**config.mk**
```make
export PLATFORM = sky130hd
export DESIGN_NAME = led_status_mux
export DESIGN_NICKNAME = d
export VERILOG_FILES = /design/src/rtl/led_status_pkg.sv /design/src/rtl/led_tick_gen.sv /design/src/rtl/led_stretch.sv /design/src/rtl/led_attr_decode.sv /design/src/rtl/led_status_mux.sv
export SDC_FILE = /design/constraint.sdc
export NUM_CORES = 1
export LEC_CHECK = 0
export BUFFER_PORTS_ARGS = -buffer_cell sky130_fd_sc_hd__buf_2
export CELL_PAD_IN_SITES_DETAIL_PLACEMENT = 1
export CELL_PAD_IN_SITES_GLOBAL_PLACEMENT = 2
export CORE_MARGIN = 3
export CORE_UTILIZATION = 33
export CTS_CLUSTER_DIAMETER = 40
export CTS_CLUSTER_SIZE = 16
export DETAILED_ROUTE_END_ITERATION = 8
export HOLD_SLACK_MARGIN = 0.08
export PLACE_DENSITY = 0.78
export SYNTH_ARGS = -nofsm -noshare
export SYNTH_HDL_FRONTEND = slang
export SYNTH_SLANG_ARGS = --single-unit
```
**constraint.sdc**
```tcl
create_clock -name clk -period 2.04 [get_ports clk]
set_clock_uncertainty 0.05 [all_clocks]
set_input_delay 0.102 -clock clk [delete_from_list [all_inputs] [get_ports clk]]
set_output_delay 0.102 -clock clk [all_outputs]
set_load 0.02 [all_outputs]
```
**src/rtl/led_status_pkg.sv**
```systemverilog
package led_status_pkg;
   typedef enum logic [2:0] {
      ATTR_NONE = 3'd0,
      ATTR_CRS  = 3'd1,
      ATTR_COL  = 3'd2,
      ATTR_LINK = 3'd3,
      ATTR_PART = 3'd4,
      ATTR_POL  = 3'd5
   } attr_e;
endpackage

```
**src/rtl/led_tick_gen.sv**
```systemverilog
module led_tick_gen #(
   parameter int TICK_DIV = 250000
) (
   input  logic clk,
   input  logic rst_n,
   output logic tick_o
);
   generate
      if (TICK_DIV <= 1) begin : g_every
         assign tick_o = 1'b1;
      end else begin : g_div
         localparam int CW = $clog2(TICK_DIV);
         localparam logic [CW-1:0] LAST = CW'(TICK_DIV - 1);
         logic [CW-1:0] cnt_q;

         always_ff @(posedge clk or negedge rst_n) begin
            if (!rst_n)              cnt_q <= '0;
            else if (cnt_q == LAST)  cnt_q <= '0;
            else                     cnt_q <= cnt_q + 1'b1;
         end

         assign tick_o = (cnt_q == LAST);


         tick_gap_chk: assert property (@(posedge clk) disable iff (!rst_n)
            tick_o |=> !tick_o)
            else $error("tick asserted on consecutive cycles");
      end
   endgenerate
endmodule

```
**src/rtl/led_stretch.sv**
```systemverilog
module led_stretch #(
   parameter int HOLD_TICKS = 4
) (
   input  logic clk,
   input  logic rst_n,
   input  logic tick_i,
   input  logic ev_i,
   output logic act_o
);
   localparam int CNT_W = $clog2(HOLD_TICKS + 2);
   localparam logic [CNT_W-1:0] LOAD = CNT_W'(HOLD_TICKS + 1);

   logic [CNT_W-1:0] cnt_q;

   always_ff @(posedge clk or negedge rst_n) begin
      if (!rst_n)                       cnt_q <= '0;
      else if (ev_i)                    cnt_q <= LOAD;
      else if (tick_i && cnt_q != '0)   cnt_q <= cnt_q - 1'b1;
   end

   assign act_o = (cnt_q != '0);


   retrig_show_chk: assert property (@(posedge clk) disable iff (!rst_n)
      ev_i |=> act_o)
      else $error("event not shown on next cycle");


   hold_end_chk: assert property (@(posedge clk) disable iff (!rst_n)
      $fell(act_o) |-> ($past(tick_i) && !$past(ev_i)))
      else $error("hold ended without a tick or during an event");
endmodule

```
**src/rtl/led_attr_decode.sv**
```systemverilog
module led_attr_decode
   import led_status_pkg::*;
(
   input  logic  sel_crs,
   input  logic  sel_col,
   input  logic  sel_link,
   input  logic  sel_part,
   input  logic  sel_pol,
   output attr_e attr_o
);
   always_comb begin
      if (sel_crs)       attr_o = ATTR_CRS;
      else if (sel_col)  attr_o = ATTR_COL;
      else if (sel_link) attr_o = ATTR_LINK;
      else if (sel_part) attr_o = ATTR_PART;
      else if (sel_pol)  attr_o = ATTR_POL;
      else               attr_o = ATTR_NONE;
   end
endmodule

```
**src/rtl/led_status_mux.sv**
```systemverilog
module led_status_mux
   import led_status_pkg::*;
#(
   parameter int LED_W      = 8,
   parameter int EXP_POS    = 6,
   parameter int AUX_POS    = 6,
   parameter int TICK_DIV   = 250000,
   parameter int HOLD_TICKS = 4
) (
   input  logic             clk,
   input  logic             rst_n,
   input  logic             sel_crs,
   input  logic             sel_col,
   input  logic             sel_link,
   input  logic             sel_part,
   input  logic             sel_pol,
   input  logic             bank_sel,
   input  logic [LED_W-1:0] crs_i,
   input  logic [LED_W-1:0] col_i,
   input  logic [LED_W-1:0] link_i,
   input  logic [LED_W-1:0] part_i,
   input  logic [LED_W-1:0] pol_i,
   input  logic             exp_crs_i,
   input  logic             exp_col_i,
   input  logic [1:0]       aux_link_i,
   input  logic [1:0]       aux_pol_i,
   output logic [LED_W-1:0] led_o
);
   localparam int AUX_HI = AUX_POS + 1;

   initial begin : param_chk
      assert (LED_W >= 2)        else $error("LED_W must be at least 2");
      assert (EXP_POS < LED_W)   else $error("EXP_POS outside LED bus");
      assert (AUX_HI < LED_W)    else $error("AUX_POS+1 outside LED bus");
      assert (TICK_DIV >= 1)     else $error("TICK_DIV must be positive");
      assert (HOLD_TICKS >= 1)   else $error("HOLD_TICKS must be positive");
   end

   logic             tick;
   logic [LED_W-1:0] crs_held;
   logic [LED_W-1:0] col_held;
   logic             xcrs_held;
   logic             xcol_held;
   attr_e            attr;
   logic [LED_W-1:0] led_d;

   led_tick_gen #(.TICK_DIV(TICK_DIV)) u_tick (
      .clk    (clk),
      .rst_n  (rst_n),
      .tick_o (tick)
   );

   generate
      for (genvar g = 0; g < LED_W; g++) begin : g_port
         led_stretch #(.HOLD_TICKS(HOLD_TICKS)) u_crs (
            .clk(clk), .rst_n(rst_n), .tick_i(tick),
            .ev_i(crs_i[g]), .act_o(crs_held[g])
         );
         led_stretch #(.HOLD_TICKS(HOLD_TICKS)) u_col (
            .clk(clk), .rst_n(rst_n), .tick_i(tick),
            .ev_i(col_i[g]), .act_o(col_held[g])
         );
      end
   endgenerate

   led_stretch #(.HOLD_TICKS(HOLD_TICKS)) u_xcrs (
      .clk(clk), .rst_n(rst_n), .tick_i(tick),
      .ev_i(exp_crs_i), .act_o(xcrs_held)
   );
   led_stretch #(.HOLD_TICKS(HOLD_TICKS)) u_xcol (
      .clk(clk), .rst_n(rst_n), .tick_i(tick),
      .ev_i(exp_col_i), .act_o(xcol_held)
   );

   led_attr_decode u_dec (
      .sel_crs  (sel_crs),
      .sel_col  (sel_col),
      .sel_link (sel_link),
      .sel_part (sel_part),
      .sel_pol  (sel_pol),
      .attr_o   (attr)
   );

   always_comb begin
      led_d = '0;
      case (attr)
         ATTR_CRS: begin
            led_d = crs_held;
            if (bank_sel) led_d[EXP_POS] = xcrs_held;
         end
         ATTR_COL: begin
            led_d = col_held;
            if (bank_sel) led_d[EXP_POS] = xcol_held;
         end
         ATTR_LINK: begin
            led_d = link_i;
            if (bank_sel) led_d[AUX_HI:AUX_POS] = aux_link_i;
         end
         ATTR_PART: begin
            led_d = part_i;
            if (bank_sel) led_d[AUX_HI:AUX_POS] = aux_pol_i;
         end
         ATTR_POL:  led_d = pol_i;
         default:   led_d = '0;
      endcase
   end

   always_ff @(posedge clk or negedge rst_n) begin
      if (!rst_n) led_o <= '0;
      else        led_o <= led_d;
   end


   idle_dark_chk: assert property (@(posedge clk) disable iff (!rst_n)
      !(sel_crs || sel_col || sel_link || sel_part || sel_pol) |=> (led_o == '0))
      else $error("LED lit with no select");


   link_pass_chk: assert property (@(posedge clk) disable iff (!rst_n)
      (sel_link && !sel_crs && !sel_col && !bank_sel) |=> (led_o == $past(link_i)))
      else $error("link status not passed through");


   aux_link_chk: assert property (@(posedge clk) disable iff (!rst_n)
      (sel_link && !sel_crs && !sel_col && bank_sel)
         |=> (led_o[AUX_HI:AUX_POS] == $past(aux_link_i)))
      else $error("auxiliary link bits wrong");


   pol_bank_chk: assert property (@(posedge clk) disable iff (!rst_n)
      (sel_pol && !sel_crs && !sel_col && !sel_link && !sel_part)
         |=> (led_o == $past(pol_i)))
      else $error("polarity display altered");
endmodule

```
* Word level (Yosys, flattened, before mapping)
Index checks and enable logic that the tools add are counted.
Word-level totals: word-level logic and storage cells 146, memory bits (read-only) 0, RAM bits 0, latch bits 0, output and inout bits 8, memories 0, flip-flop bits (word level) 80
Operators by class: divide/modulo/power cells 0, reduce and logical (&&, ||, !) cells 54, eq/ne operators 6, add/subtract/negate cells 19, magnitude comparators 0, multiplexer cells 47, bitwise logic cells 0, shifts and indexed selects 0, $mul 0
Operators with widths (count):
- two-way mux 3 bit | 41
- nonzero test 3 bit | 18
- subtractor 3 x 1 -> 3 bit (second input constant) | 18
- case mux 8 bit (5 select lines) | 1
- nonzero test 2 bit | 18
- adder 18 x 1 -> 18 bit (second input constant) | 1
- == test 18 bit (second input constant) | 1
- logical AND 1 bit | 18
- two-way mux 18 bit | 1
- == test 3 x 2 -> 1 bit (second input constant) | 2
- == test 3 bit (second input constant) | 2
- two-way mux 2 bit | 2
- == test 3 x 1 -> 1 bit (second input constant) | 1
- two-way mux 1 bit | 2

* Logic depth before layout (Yosys ltp)
depth after elaboration 7, mapped depth 8

* Hierarchy
From an unflattened synthesis, not the netlist that was laid out.
Second synthesis, totals: cell total of the unflattened synthesis 438, area total of the unflattened synthesis 4823.4 sq um
Modules (own cells, without submodules):
- led_stretch | cells an instance 16, times used 18, area each 181.4 sq um
- led_tick_gen | cells an instance 80, times used 1, area each 889.6 sq um
- led_status_mux | cells an instance 63, times used 1, area each 630.6 sq um
- led_attr_decode | cells an instance 7, times used 1, area each 37.5 sq um

* Least setup slack after synthesis
No wires, ideal clock.
path type reg2reg, start point register u_tick.g_div.cnt_q[0], end point register g_port[5].u_crs.cnt_q[2], slack 120 ps, setup time 131 ps, cell stages (with the launch flop) 8, path buffers 2, data required time 1859 ps, arrival 1738 ps, path through dfrtp_1 -> ha_1 -> and3_1 -> buf_2 -> nand4_2 -> clkbuf_1 -> o31a_1 -> or3_1
Between the ends: word-level cells in the longest chain between the ends 3
RTL lines:
- start, declared | line led_tick_gen.sv:14 | logic [CW-1:0] cnt_q;
- start signal, assigned | line led_tick_gen.sv:19 | else cnt_q <= cnt_q + 1'b1;
- == test 18 bit | line led_tick_gen.sv:22 | assign tick_o = (cnt_q == LAST);
- logical AND 1 bit | line led_stretch.sv:18 | else if (tick_i && cnt_q != '0) cnt_q <= cnt_q - 1'b1;
- nonzero test 2 bit (no source line)
- end signal, assigned | line led_stretch.sv:18
- end, declared | line led_stretch.sv:13 | logic [CNT_W-1:0] cnt_q;
Every way passes these cells. A chain may end at the register's enable or synchronous reset.

* Worst setup path after layout
start point register u_tick.g_div.cnt_q[0], end point register g_port[6].u_crs.cnt_q[2]
Between the ends: word-level cells in the longest chain between the ends 3
RTL lines (line):
- == test 18 bit | led_tick_gen.sv:22
- logical AND 1 bit | led_stretch.sv:18
- nonzero test 2 bit (no source line)
- end signal, assigned | led_stretch.sv:18
- end, declared | led_stretch.sv:13
Every way passes these cells.

==> impl_metrics.ini <==
[run_status]
status = finished, final reports clean

[worst_setup_path]
r2r_setup_slack_ps = 100
timing.rr.end = g_port[6].u_crs.cnt_q[2]
crit_path_end_kind = flip-flop
cp.required_ps = 2210
crit_fanout = 21
r2r_cells = 6
max_stage_delay_ps = 380
start_kind = flip-flop
cpMaxStageDelayCell = dfrtp_1
cp.arrival_ps = 2110
crit_family = simple AND/OR/NAND/NOR gates
path_buf_inv = 1
reg2reg_from = u_tick.g_div.cnt_q[0]
worstSetupPathType = reg2reg
crit_path_cell_trace = ha_1, and3_2, nand4_4, buf_4, o31a_1, or3_1

[placed_design]
io_buffers = 61
placedInstanceArea_um2 = 5270
dp_hpwl_um = 8780
dp.cells = 723
place_congestion = 0.784

[pwr]
pwr-share-comb_pct = 6.5
p_int_mw = 2.79
p_clk_share_pct = 48.4
p_switching_mw = 0.763
powerDensity_nw_per_um2 = 595
power_mw = 3.55
swShare_pct = 21.5
ir_drop_v = 0.000350
seq_power_share_pct = 45.0
p_leak_nw = 2.66

[global_route]
antenna_found_initial = 0
grt_usage_pct = 16.9
grt_max_degree = 46
grt_pass1_wl_um = 21800
overflow = 0
grt_pass1_vias = 4475

[timing]
worstMarginPinSlew_ps = 529
tns_ps = 0
rsz0062_at_grt = true
fin_crit_sh_pct = 95.1
hold_viol_final = 0
fmax_mhz = 515
period_minus_slack_ps = 1940
maxSlewViolCount = 0
slew_headroom_pct = 64.7
setup_viol = 0

[detailed_routing]
viasPerCell = 5.33
wirelength_um = 12600
drc = 0
first_pass_iters = 4
vias = 4124
wl_met2_um = 6710
top_layer_used = met4
wl_met3_um = 362
drt_iter0_drc = 164
ant_nets = 0
route.detailed.wl_per_inst_um = 16.3
wl_met1_um = 5440

[finish]
drive_above_1_share_pct = 17.2
final_cells = 774
final_nets = 680
final_area_um2 = 5970
regArea_um2 = 2000
syn2layout_area_growth_pct = 26.2
multiInputGateArea_um2 = 2340
diodes = 0
utilization_pct = 42.8
nFillCells = 1589

[die]
die_x_um = 126
row_count = 43
design.core.area_um2 = 13900
initial_core_util_pct = 33.9
die-area_um2 = 15800
die_h_um = 126
ios = 62

[min_path]
hold-path-endpoint = led_o[6]
hold_path.class = in2reg
min_from = part_i[6]
min_path_cells = 4

[synth]
yosysTopAreaCellShare_pct = 42.3
synthDistinctLibCells = 47
yosys.area.top_type = dfrtp_1
syn_nets = 588
async_flop_share_pct = 100
netlist_instances = 497
synth_edf_count = 0
ys_ff_latch = 80
syn_avg_cell_area_um2 = 9.51
ys_warn_count = 0
syn_area_um2 = 4730
ys.flop_type = dfrtp_1
ys_seq_area_share_pct = 42.3
synth_area_leaders = dfrtp_1, ha_1, or4_1

[clocking]
htree_levels = 3
clock-sinks = 80
cts-root-buf = clkbuf_16
cts_tree = built
numCtsBuffers = 9
clock_latency_ps = 340
path_clk_slew_ps = 60
clockBufferDepth = 2

[flow_run]
maxCapViolCount = 0
## flip-flops by register name (all words and copies together), names as in the netlist
register and flops:
g_port.u_col.cnt_q 24, g_port.u_crs.cnt_q 24, u_tick.g_div.cnt_q 18, led_o 8, u_xcol.cnt_q 3, u_xcrs.cnt_q 3
## cell families (layout without fill, tap and decap cells)
| group | count (synthesis) | in the layout | synth area share, % |
|---|---|---|---|
| fa+ha+maj | 37 | 37 | 9.79 |
| mux | 7 | 7 | 1.56 |
| buf+inv | 100 | 197 | 8.44 |
| compound gates | 111 | 111 | 15.7 |
| simple gates | 149 | 149 | 19.8 |
| xor+xnor | 13 | 13 | 2.41 |
| flops | 80 | 80 | 42.3 |
## synthesized netlist by cell type (all sizes together) (3+ instances only)
master  count
xor2        5
a21oi      27
nand4       5
nor2b       4
a22oi       6
mux2        3
o21ai      17
o211ai      3
nand2      19
or4        38
clkbuf     16
nand2b      3
o31ai      37
a31oi       4
and4        5
nor3        4
ha         37
dfrtp      80
nor2        8
mux2i       4
nand3      32
xnor2       8
inv        71
nor4        8
buf        13
or3         8
and3        5
o31a        6
## area by class of cell
cell class | count | share of cell area, %
Clock buffer | 14 | 4.76
Clock inverter | 2 | 0.587
Inverter | 71 | 4.47
Multi-Input combinational cell | 317 | 39.2
Sequential cell | 80 | 33.6
Tap cell | 180 | 3.78
Timing Repair Buffer | 110 | 13.6
## placed cells by master (no fill, tap or decap), types with 5 or more instances in the layout
master | Yosys | routed
a21oi_1 | 27 | 27
a22oi_1 | 6 | 6
and4_1 | 5 | 5
buf_2 | 7 | 60
buf_4 | 0 | 11
clkbuf_16 | 0 | 9
dfrtp_1 | 80 | 80
dlygate4sd3_1 | 0 | 35
ha_1 | 37 | 37
inv_1 | 71 | 71
nand2_1 | 18 | 18
nand3_1 | 32 | 32
nor2_1 | 8 | 7
nor4_1 | 7 | 7
o21ai_0 | 17 | 17
o31a_1 | 6 | 6
o31ai_1 | 37 | 37
or3_1 | 8 | 8
or4_1 | 38 | 38
xnor2_1 | 8 | 8
xor2_1 | 5 | 5
## power groups by stage
stage	combinational, mW	clock (mW)	sequential, mW
after global routing	0.259	1.84	1.60
after global placement	0.183	0	1.63
after floorplan	0.0489	0	1.64
final	0.233	1.72	1.60
after CTS	0.234	1.78	1.60
after detailed placement	0.185	0	1.63
## metrics by stage
step / hold slack, ps / worst slack (ps)
3_5_place_dp: 33.0 / -32.6
5_1_grt: 144 / -0.509
3_3_place_gp: 24.9 / 99.9
2_1_floorplan: -244 / 120
4_1_cts: 106 / 37.5
6_report: 118 / 99.6
## worst register-to-register path, stage by stage (launching register included)
cell and delay (ps):
dfrtp_1 380, ha_1 200, and3_2 240, nand4_4 160
buf_4 250, o31a_1 250, or3_1 300
## worst max-delay path by stage
stage | from | to | slack [ps] | cells past startpoint
global route | u_tick.g_div.cnt_q[9] | g_port[1].u_crs.cnt_q[1] | -0.5 | 5
CTS | u_tick.g_div.cnt_q[0] | g_port[6].u_crs.cnt_q[2] | 40 | 6
floorplan | u_tick.g_div.cnt_q[0] | g_port[5].u_crs.cnt_q[2] | 120 | 7
detailed placement | u_tick.g_div.cnt_q[9] | g_port[0].u_crs.cnt_q[1] | -30 | 4
global placement | u_tick.g_div.cnt_q[10] | g_port[0].u_col.cnt_q[1] | 100 | 4
finish | u_tick.g_div.cnt_q[0] | g_port[6].u_crs.cnt_q[2] | 100 | 6
## metal layers
metal  track usage, %  vias up
met1             19.6     2076
met2             31.1       39
met3             4.37       10
li1                 -     1999
met5                0        -
met4             3.70        0
## timing repair
action | CTS | global route
buffers inserted | 0 | 0
gates resized for setup | 2 | 4
hold buffers | 35 | 0
endpoints found under the setup margin | 6 | 23
pin swaps | 0 | 0
hold endpoints to repair | 121 | 0
No activity file was read; power rests on OpenSTA's default activity.
